File: config.mk
export PLATFORM = sky130hd
export DESIGN_NAME = seg_xlate_top
export DESIGN_NICKNAME = d
export VERILOG_FILES = /design/src/rtl/seg_pkg.sv /design/src/rtl/seg_load_check.sv /design/src/rtl/seg_desc_cache.sv /design/src/rtl/seg_access_check.sv /design/src/rtl/seg_xlate_top.sv
export SDC_FILE = /design/constraint.sdc
export NUM_CORES = 1
export LEC_CHECK = 0
export BUFFER_PORTS_ARGS = -buffer_cell sky130_fd_sc_hd__buf_2
export CAP_MARGIN = 20
export CORE_ASPECT_RATIO = 0.75
export CORE_MARGIN = 1
export CORE_UTILIZATION = 30
export DETAILED_ROUTE_END_ITERATION = 7
export PLACE_DENSITY = 0.52
export SYNTH_ARGS = -nofsm -noshare
export SYNTH_HDL_FRONTEND = slang
export SYNTH_SLANG_ARGS = --single-unit
File: constraint.sdc
create_clock -name clk -period 4 [get_ports clk]
set_input_delay 0.2 -clock clk [delete_from_list [all_inputs] [get_ports clk]]
set_output_delay 0.2 -clock clk [all_outputs]
set_load 0.005 [all_outputs]
File: src/rtl/seg_pkg.sv
package seg_pkg;
  localparam int SEG_N  = 4;
  localparam int SEG_IW = $clog2(SEG_N);
  localparam int OFF_W  = 16;
  localparam int SEL_W  = 16;
  localparam int BASE_W = 24;
  localparam int REAL_W = SEL_W + 4;
  localparam int AR_W   = 8;
  localparam int EXC_W  = 8;
  localparam int DESC_W = 64;

  localparam logic [EXC_W-1:0] EXC_NONE = '0;
  localparam logic [EXC_W-1:0] EXC_NP   = 8'd11;
  localparam logic [EXC_W-1:0] EXC_GP   = 8'd13;

  // access byte bit positions
  localparam int AR_P   = 7;
  localparam int AR_S   = 4;
  localparam int AR_E   = 3;
  localparam int AR_EDC = 2;
  localparam int AR_RW  = 1;
  localparam int AR_A   = 0;

  localparam logic [AR_W-1:0] AR_REAL_CODE = 8'h9B;
  localparam logic [AR_W-1:0] AR_REAL_DATA = 8'h93;
  localparam logic [SEG_IW-1:0] SEG_CODE   = '0;

  typedef enum logic [1:0] {
    ACC_RD  = 2'd0,
    ACC_WR  = 2'd1,
    ACC_EX  = 2'd2,
    ACC_RSV = 2'd3
  } acc_kind_e;

  typedef struct packed {
    logic              vld;
    logic [SEL_W-1:0]  sel;
    logic [BASE_W-1:0] base;
    logic [OFF_W-1:0]  lim;
    logic [AR_W-1:0]   ar;
  } seg_ent_t;

  function automatic logic [BASE_W-1:0] f_real_base(input logic [SEL_W-1:0] sel);
    logic [REAL_W-1:0] sh;
    sh = {sel, 4'h0};
    return BASE_W'(sh);
  endfunction

  function automatic logic [BASE_W-1:0] f_real_addr(input logic [SEL_W-1:0] sel,
                                                    input logic [OFF_W-1:0] off);
    logic [REAL_W-1:0] sum;
    sum = {sel, 4'h0} + REAL_W'(off);
    return BASE_W'(sum);
  endfunction

  function automatic logic [BASE_W-1:0] f_prot_addr(input logic [BASE_W-1:0] base,
                                                    input logic [OFF_W-1:0] off);
    return base + BASE_W'(off);
  endfunction

  // both bytes of a word are checked; hi is the last byte touched
  function automatic logic f_limit_ok(input logic [OFF_W-1:0] lim,
                                      input logic [OFF_W-1:0] off,
                                      input logic             word,
                                      input logic             expdn);
    logic [OFF_W:0] hi;
    hi = {1'b0, off} + (OFF_W+1)'(word);
    if (expdn) return (off > lim) && !hi[OFF_W];
    else       return hi <= {1'b0, lim};
  endfunction

  function automatic logic f_rights_ok(input logic [AR_W-1:0] ar,
                                       input logic [1:0]      kind);
    logic code;
    code = ar[AR_E];
    case (kind)
      ACC_WR:  return !code && ar[AR_RW];
      ACC_EX:  return code;
      default: return !code || ar[AR_RW];
    endcase
  endfunction
endpackage

File: src/rtl/seg_load_check.sv
module seg_load_check
  import seg_pkg::*;
(
  input  logic              prot_mode,
  input  logic              ld_valid,
  input  logic [SEG_IW-1:0] ld_seg,
  input  logic [SEL_W-1:0]  ld_sel,
  input  logic [DESC_W-1:0] ld_desc,
  output logic              ld_reject,
  output logic [EXC_W-1:0]  ld_exc,
  output logic              wr_en,
  output seg_ent_t          wr_ent
);
  logic [AR_W-1:0] ar_in;
  logic            sys_bad;
  logic            np_bad;
  logic            desc_hi_unused;

  assign ar_in          = ld_desc[47:40];
  assign desc_hi_unused = ^ld_desc[DESC_W-1:48];
  assign sys_bad        = !ar_in[AR_S];
  assign np_bad         = !ar_in[AR_P];
  assign ld_reject      = ld_valid && prot_mode && (sys_bad || np_bad);
  assign wr_en          = ld_valid && !ld_reject;

  always_comb begin
    if (!ld_reject)   ld_exc = EXC_NONE;
    else if (sys_bad) ld_exc = EXC_GP;
    else              ld_exc = EXC_NP;
  end

  always_comb begin
    wr_ent.vld = 1'b1;
    wr_ent.sel = ld_sel;
    if (prot_mode) begin
      wr_ent.base = ld_desc[39:16];
      wr_ent.lim  = ld_desc[15:0];
      wr_ent.ar   = ar_in | AR_W'(1 << AR_A);
    end else begin
      wr_ent.base = f_real_base(ld_sel);
      wr_ent.lim  = '1;
      wr_ent.ar   = (ld_seg == SEG_CODE) ? AR_REAL_CODE : AR_REAL_DATA;
    end
  end
endmodule

File: src/rtl/seg_desc_cache.sv
module seg_desc_cache
  import seg_pkg::*;
#(
  parameter int NUM_SEG = SEG_N,
  localparam int IDX_W  = $clog2(NUM_SEG)
)(
  input  logic                    clk,
  input  logic                    rst_n,
  input  logic                    wr_en,
  input  logic [IDX_W-1:0]        wr_idx,
  input  seg_ent_t                wr_ent,
  input  logic [IDX_W-1:0]        rd_idx,
  output seg_ent_t                rd_ent,
  output seg_ent_t [NUM_SEG-1:0]  ents_o
);
  seg_ent_t ent_q [NUM_SEG];

  for (genvar gi = 0; gi < NUM_SEG; gi++) begin : g_ent
    always_ff @(posedge clk or negedge rst_n) begin
      if (!rst_n)                                 ent_q[gi] <= '0;
      else if (wr_en && wr_idx == IDX_W'(gi))     ent_q[gi] <= wr_ent;
    end
    assign ents_o[gi] = ent_q[gi];
  end

  assign rd_ent = ent_q[rd_idx];
endmodule

File: src/rtl/seg_access_check.sv
module seg_access_check
  import seg_pkg::*;
(
  input  logic              prot_mode,
  input  logic              acc_valid,
  input  logic [OFF_W-1:0]  acc_off,
  input  logic              acc_word,
  input  logic [1:0]        acc_kind,
  input  seg_ent_t          ent,
  output logic              lim_bad,
  output logic              rights_bad,
  output logic              real_wrap,
  output logic              acc_fault,
  output logic [EXC_W-1:0]  acc_exc,
  output logic [BASE_W-1:0] acc_addr
);
  logic miss;
  logic prot_bad;

  assign real_wrap  = acc_word && (acc_off == '1);
  assign miss       = !ent.vld;
  assign lim_bad    = !f_limit_ok(ent.lim, acc_off, acc_word,
                                  !ent.ar[AR_E] && ent.ar[AR_EDC]);
  assign rights_bad = !f_rights_ok(ent.ar, acc_kind);
  assign prot_bad   = miss || lim_bad || rights_bad;

  assign acc_fault = acc_valid && (prot_mode ? prot_bad : real_wrap);
  assign acc_exc   = acc_fault ? EXC_GP : EXC_NONE;
  assign acc_addr  = prot_mode ? f_prot_addr(ent.base, acc_off)
                               : f_real_addr(ent.sel, acc_off);
endmodule

File: src/rtl/seg_xlate_top.sv
module seg_xlate_top
  import seg_pkg::*;
(
  input  logic               clk,
  input  logic               rst_n,
  input  logic               prot_mode,
  input  logic               ld_valid,
  input  logic [1:0]         ld_seg,
  input  logic [15:0]        ld_sel,
  input  logic [63:0]        ld_desc,
  output logic               ld_fault,
  output logic [7:0]         ld_exc,
  input  logic               acc_valid,
  input  logic [1:0]         acc_seg,
  input  logic [15:0]        acc_off,
  input  logic               acc_word,
  input  logic [1:0]         acc_kind,
  output logic               acc_fault,
  output logic [7:0]         acc_exc,
  output logic [23:0]        acc_addr,
  output logic [7:0]         acc_rights
);
  logic                   cache_we;
  seg_ent_t               cache_wdata;
  seg_ent_t               cache_rdata;
  seg_ent_t [SEG_N-1:0]   ent_all;
  logic                   lim_bad_w;
  logic                   rights_bad_w;
  logic                   real_wrap_w;

  seg_load_check u_load (
    .prot_mode (prot_mode),
    .ld_valid  (ld_valid),
    .ld_seg    (ld_seg),
    .ld_sel    (ld_sel),
    .ld_desc   (ld_desc),
    .ld_reject (ld_fault),
    .ld_exc    (ld_exc),
    .wr_en     (cache_we),
    .wr_ent    (cache_wdata)
  );

  seg_desc_cache #(.NUM_SEG(SEG_N)) u_cache (
    .clk    (clk),
    .rst_n  (rst_n),
    .wr_en  (cache_we),
    .wr_idx (ld_seg),
    .wr_ent (cache_wdata),
    .rd_idx (acc_seg),
    .rd_ent (cache_rdata),
    .ents_o (ent_all)
  );

  seg_access_check u_acc (
    .prot_mode  (prot_mode),
    .acc_valid  (acc_valid),
    .acc_off    (acc_off),
    .acc_word   (acc_word),
    .acc_kind   (acc_kind),
    .ent        (cache_rdata),
    .lim_bad    (lim_bad_w),
    .rights_bad (rights_bad_w),
    .real_wrap  (real_wrap_w),
    .acc_fault  (acc_fault),
    .acc_exc    (acc_exc),
    .acc_addr   (acc_addr)
  );

  assign acc_rights = cache_rdata.ar;
endmodule

==> run_results.csv, run 1 <==
group,metric,value,unit
synthesis,synth-seq-cells,256,
floorplanning,fp.coreArea,0.0462,mm²
synthesis,yosys-top-cells-area,"dfrtp_1 (45%), mux4_2 (10%), o21ai_0 (7.5%), nand2_1 (5.8%), ha_1 (5.7%)",
route,avgViaCountPerCell,4.98,
floorplanning,die_x,252,µm
worst_setup_path,worst-setup-path-type,"reg -> out",
finish,fin_cells,2124,
finish,finish.instance_area,0.0167,mm²
clock_network,max-clock-path-buffers,3,
synthesis,yosys_warnings,0,
power,p_total,8.30,mW
grt,grt_pass1_vias,10600,
timing,tightest_slew,1.03,ns
route,ant_nets,0,
timing,max_freq,255,MHz
worst_setup_path,cp-end-kind,"output pin",
grt,grt_max_degree,123,
floorplanning,rows,68,
finish,area_growth,18.5,%
synthesis,synth_common_cells,"dfrtp_1 (256), nand2_1 (219), o21ai_0 (210)",
clock_network,cts.sinks,256,
synthesis,synth_top_family_by_area,"multiplexers",
synthesis,synthAdderAreaFrac,5.97,%
placement,place_congestion,0.846,
route,firstDrtPassIters,5,
worst_setup_path,cp_data_required_time,3.80,ns
floorplanning,ios,158,
timing,layout_setup_ws,0.0790,ns
grt,antenna_found_initial,1,
timing,drv_slew,0,
clock_network,numCtsBuffers,28,
finish,fillers,4661,
timing,min_period,3.92,ns
finish,layout.area.seq,0.00641,mm²
power,leakage,7.50,nW
worst_setup_path,path_max_fanout,10,
power,ir_drop,316,µV
floorplanning,start_util,30.5,%
synthesis,synth_top_flop_cell,"dfrtp_1",
status,outcome,"complete, no violations",
grt,grt_use_total,17.3,%
placement,dp_worst_setup_slack,0.124,ns
synthesis,synth_top_area_share,45.5,%
synthesis,synth_xor_area_share,1.99,%
floorplanning,die_area,0.0478,mm²
timing,fin_crit_sh,98.0,%
synthesis,yosysMostFrequentCell,"dfrtp_1",
finish,diodes,0,
timing,hold_viol_final,0,
finish,final_util,36.1,%
finish,drive_gt1_share,23.4,%
clock_network,htree_levels,1,
worst_setup_path,arrival,3.72,ns
finish,largest_register_ffs,256,
finish,multi_input_area,0.00721,mm²
worst_setup_path,critPathLaunchType,"flop",
synthesis,syn_area,0.0141,mm²
placement,dp_hpwl,29.2,mm
route,wl_per_cell,19.2,µm
route,drcViolationCount,0,
timing,whs,0.0184,ns
finish,nets,1648,
synthesis,synth_compound_area_share,13.6,%
timing,relSlewSlack,31.3,%
placement,placement.io_buffers,131,
run,maxCapViolations,0,
synthesis,syn-instance-count,1334,
clock_network,clkTransAtPathRegs,0.06,ns
route,finalWirelength,40.7,mm
clock_network,tritoncts,"yes",
synthesis,synthMuxAreaShare,17.2,%
placement,dp.cells,2038,
route,drt_iter0_drc,785,
timing,fin_setup_tns,0,ns
grt,grt_pass1_wl,63.7,mm
synthesis,yosysUniqueCellTypes,69,
synthesis,async_flop_share,100,%
clock_network,root_buffer,"clkbuf_16",
synthesis,synthSimpleGateAreaFrac,11.6,%
synthesis,synth_top_cell_by_area,"dfrtp_1",
route,vias,10600,
min_path,hp-class,"in -> reg",
grt,overflow,0,
timing,setup_violations,0,
power,p_per_area,497,mW/mm²
placement,placed_area,0.0154,mm²
clock_network,insertion_delay,0.54,ns
timing,clock_skew,0,ns
timing,rsz0062_at_grt,"true",
synthesis,ys_seq_area_share,45.5,%
floorplanning,die_y,190,µm
synthesis,avgSynthCellArea,10.6,µm²
synthesis,synth_edf_count,0,
where the power goes:
group          switching (mW)  internal (mW)
registers               0.242           3.09
logic                    1.36           1.12
clock network            1.03           1.45
total                    2.63           5.66
worst max-delay path, stage by stage (launching register included):
cell	delay (ns)
dfrtp_1	0.39
mux4_2	0.52
ha_2	0.48
a21oi_1	0.10
o211ai_1	0.38
a311o_1	0.31
a31oi_4	0.12
or3_2	0.44
a21oi_2	0.25
buf_2	0.19
metal layers:
metal,global-route usage (%),share of wire [%]
met5,0,0
met4,3.01,1.6
met3,2.68,4.6
met2,24.3,41
met1,27.7,53
worst paths after layout:
| path | start | end | slack [ns] | cells after the start |
|---|---|---|---|---|
| worst max-delay path | u_cache.ents_o[29] | acc_addr[20] | 0.08 | 9 |
| worst min-delay path | ld_desc[16] | u_cache.ents_o[89] | 0.02 | 3 |
| worst max register to register | u_cache.ents_o[61] | u_cache.ents_o[61] | 3.24 | 1 |
| worst min register to register | u_cache.ents_o[137] | u_cache.ents_o[137] | 0.46 | 1 |
| max in group asynchronous | rst_n | u_cache.ents_o[140] | 2.79 | 3 |
| min in group asynchronous | rst_n | u_cache.ents_o[252] | 0.31 | 2 |
placed cells by master (no fill, tap or decap), types with 9 or more instances in the layout:
cell	n
buf_4	23
o21ai_0	210
dfrtp_1	256
nor3_1	9
inv_1	32
xnor2_1	22
mux4_2	64
nand2b_1	18
nor2_1	55
xor2_1	10
dlygate4sd3_1	35
mux2_2	65
a21oi_1	29
nand2_1	218
buf_2	127
clkbuf_1	11
conb_1	9
a211oi_1	16
mux2i_1	23
ha_1	62
a21o_1	15
nand4_1	11
nand3_1	21
clkbuf_16	29
area by class of cell:
type | instances | area share (%)
Sequential cell | 256 | 38.4
Timing Repair Buffer | 192 | 7.75
Clock buffer | 43 | 4.84
Inverter | 33 | 0.742
Tap cell | 630 | 4.72
Clock inverter | 7 | 0.397
Multi-Input combinational cell | 963 | 43.2
what timing repair did:
action,in CTS,in global routing
hold buffers,35,0
endpoints found under the setup margin,1,7
pin swaps,3,4
setup buffers,0,1
resized for setup,4,9
endpoints found under the hold margin,240,0
cells by family (layout without fill, tap and decap cells):
group,count (synthesis),after routing
xor+xnor,32,32
other cells,1,9
fa+ha+maj,66,66
buf+inv,123,275
simple gates,373,373
flops,256,256
compound gates,329,329
mux,154,154
(Power assumes the default switching activity.)
==> run 2: changes to the inputs <==
--- a/config.mk
+++ b/config.mk
@@ -10,6 +10,7 @@
 export CORE_ASPECT_RATIO = 0.75
 export CORE_MARGIN = 1
 export CORE_UTILIZATION = 30
+export CTS_BUF_LIST = sky130_fd_sc_hd__clkbuf_2 sky130_fd_sc_hd__clkbuf_4 sky130_fd_sc_hd__clkbuf_8
 export DETAILED_ROUTE_END_ITERATION = 7
 export PLACE_DENSITY = 0.52
 export SYNTH_ARGS = -nofsm -noshare
==> run 2 against run 1 <==
Utilization is 0.25 points higher. Setup slack better by 0.055 ns. Combinational power hardly changed. Critical path type unchanged. Final cell count is 1.5% higher. Sequential power hardly changed. Via count is 1.0% higher. Critical endpoint is now acc_addr[22]. Clock power is 2% lower. Largest power group unchanged.
==> run_results.csv, run 2 (synthesized netlist as in run 1, its figures left out) <==
group,metric,value,unit
clock_network,numCtsBuffers,44,
timing,max_freq,259,MHz
power,ir_drop,216,µV
grt,overflow,0,
finish,layout.area.seq,0.00641,mm²
finish,area_growth,19.3,%
route,vias,10700,
timing,fin_crit_sh,96.6,%
worst_setup_path,worst-setup-path-type,"reg -> out",
min_path,worstHoldEndpoint,"u_cache.ents_o[163]",
finish,diodes,0,
finish,nets,1675,
finish,fillers,4686,
clock_network,root_buffer,"clkbuf_8",
floorplanning,die_x,252,µm
worst_setup_path,path_max_fanout,5,
clock_network,insertion_delay,0.55,ns
placement,placement.io_buffers,131,
min_path,hold_start,"ld_desc[25]",
power,p_per_area,492,mW/mm²
finish,final_cell_mix,"dfrtp_1 (256), nand2_1 (218), o21ai_0 (210)",
timing,min_period,3.87,ns
worst_setup_path,timing.rr.start,"u_cache.ents_o[246]",
route,drcViolationCount,0,
status,outcome,"complete, no violations",
worst_setup_path,rr_worst_depth,1,
timing,relSlewSlack,33.1,%
grt,antenna_found_initial,1,
worst_setup_path,crit-reg2reg-capture,"u_cache.ents_o[246]",
grt,grt_use_total,17.4,%
timing,fin_setup_tns,0,ns
route,drt_iter0_drc,729,
floorplanning,ios,158,
route,avgViaCountPerCell,4.96,
route,finalWirelength,41.1,mm
floorplanning,die_area,0.0478,mm²
timing,tightest_slew,1.00,ns
placement,dp_hpwl,29.2,mm
floorplanning,die_y,190,µm
run,maxCapViolations,0,
grt,grt_pass1_wl,64.2,mm
finish,largest_register_ffs,256,
finish,multi_input_area,0.00721,mm²
clock_network,max-clock-path-buffers,3,
worst_setup_path,cp-end-kind,"output pin",
grt,grt_max_degree,123,
timing,rsz0062_at_grt,"false",
clock_network,tritoncts,"yes",
floorplanning,rows,68,
floorplanning,start_util,30.5,%
min_path,hp-class,"in -> reg",
power,p_total,8.27,mW
clock_network,clkTransAtPathRegs,0.06,ns
timing,drv_slew,0,
timing,setup_violations,0,
worst_setup_path,critPathLaunchType,"flop",
finish,final_common_cell,"dfrtp_1",
timing,hold_viol_final,0,
worst_setup_path,cp_data_required_time,3.80,ns
route,ant_nets,0,
worst_setup_path,arrival,3.67,ns
timing,clock_skew,0,ns
route,firstDrtPassIters,5,
clock_network,cts.sinks,256,
min_path,worst_hold_path.num_cells,3,
clock_network,htree_levels,2,
floorplanning,fp.coreArea,0.0462,mm²
grt,grt_pass1_vias,10800,
placement,place_congestion,0.846,
power,leakage,7.59,nW
finish,finish.instance_area,0.0168,mm²
worst_setup_path,rrSetupSlack,3.23,ns
placement,placed_area,0.0154,mm²
finish,drive_gt1_share,25.1,%
route,wl_per_cell,19.1,µm
## run 2: changes by cell type in the layout (fill, tap and decap cells not counted), moves of 10 or more
| cell | previous run | this run |
|---|---|---|
| clkbuf_1 | 11 | 0 |
| clkbuf_16 | 29 | 0 |
| clkbuf_4 | 0 | 10 |
| clkbuf_8 | 3 | 53 |
| dlygate4sd3_1 | 35 | 45 |
## run 2: power by group
| group | switching, mW | total, mW | internal, mW |
|---|---|---|---|
| Combinational | 1.37 | 2.50 | 1.13 |
| Sequential | 0.242 | 3.33 | 3.09 |
| Clock | 1.08 | 2.43 | 1.35 |
## run 2: worst max-delay path by stage
stage	startpoint	endpoint	slack [ns]
3_5_place_dp	acc_off[4]	acc_exc[2]	0.12
6_report	u_cache.ents_o[219]	acc_addr[22]	0.13
3_3_place_gp	acc_off[4]	acc_exc[3]	0.19
5_1_grt	u_cache.ents_o[219]	acc_addr[22]	0.006
2_1_floorplan	acc_seg[0]	acc_addr[22]	0.26
4_1_cts	u_cache.ents_o[219]	acc_addr[22]	0.007
## run 2: timing repair
action | CTS | global route
setup buffers | 2 | 0
hold buffers | 45 | 0
setup endpoints to repair | 1 | 7
gates resized for setup | 4 | 9
pin swaps | 3 | 2
hold endpoints to repair | 277 | 0
## run 2: area by class of cell
| type | instances | area share, % |
|---|---|---|
| Timing Repair Buffer | 203 | 8.33 |
| Tap cell | 630 | 4.69 |
| Clock buffer | 63 | 4.78 |
| Multi-Input combinational cell | 963 | 42.9 |
| Sequential cell | 256 | 38.1 |
| Clock inverter | 8 | 0.476 |
| Inverter | 33 | 0.737 |
## run 2: critical path, cell delays in order, from the launching register on
cell and delay [ns]:
dfrtp_1 0.38, mux4_2 0.49, ha_2 0.21, inv_1 0.06, fa_1 0.19, and2b_2 0.24, o31a_4 0.32, a31oi_4 0.18
a221oi_1 0.12, o311ai_1 0.36, mux2i_2 0.39, buf_2 0.18
## run 2: routing by layer
| metal | track usage [%] | part of all wire [%] | vias to the layer above |
|---|---|---|---|
| met3 | 3.12 | 5.4 | 43 |
| met4 | 3.26 | 1.3 | 0 |
| met5 | 0 | 0 | - |
| met2 | 24.6 | 41 | 284 |
| met1 | 27.5 | 52 | 5251 |
| li1 | - | - | 5113 |
## run 2: metrics by stage
stage	cells	utilization [%]	worst slack, ns	hold slack [ns]
after global routing	2156	36.4	0.00569	0.0380
after detailed placement	2038	33.3	0.124	0.376
after floorplan	1342	-	0.259	-0.0956
after CTS	2156	36.3	0.00726	0.00165
after global placement	2038	33.3	0.194	0.369
final	2156	36.4	0.134	0.0267
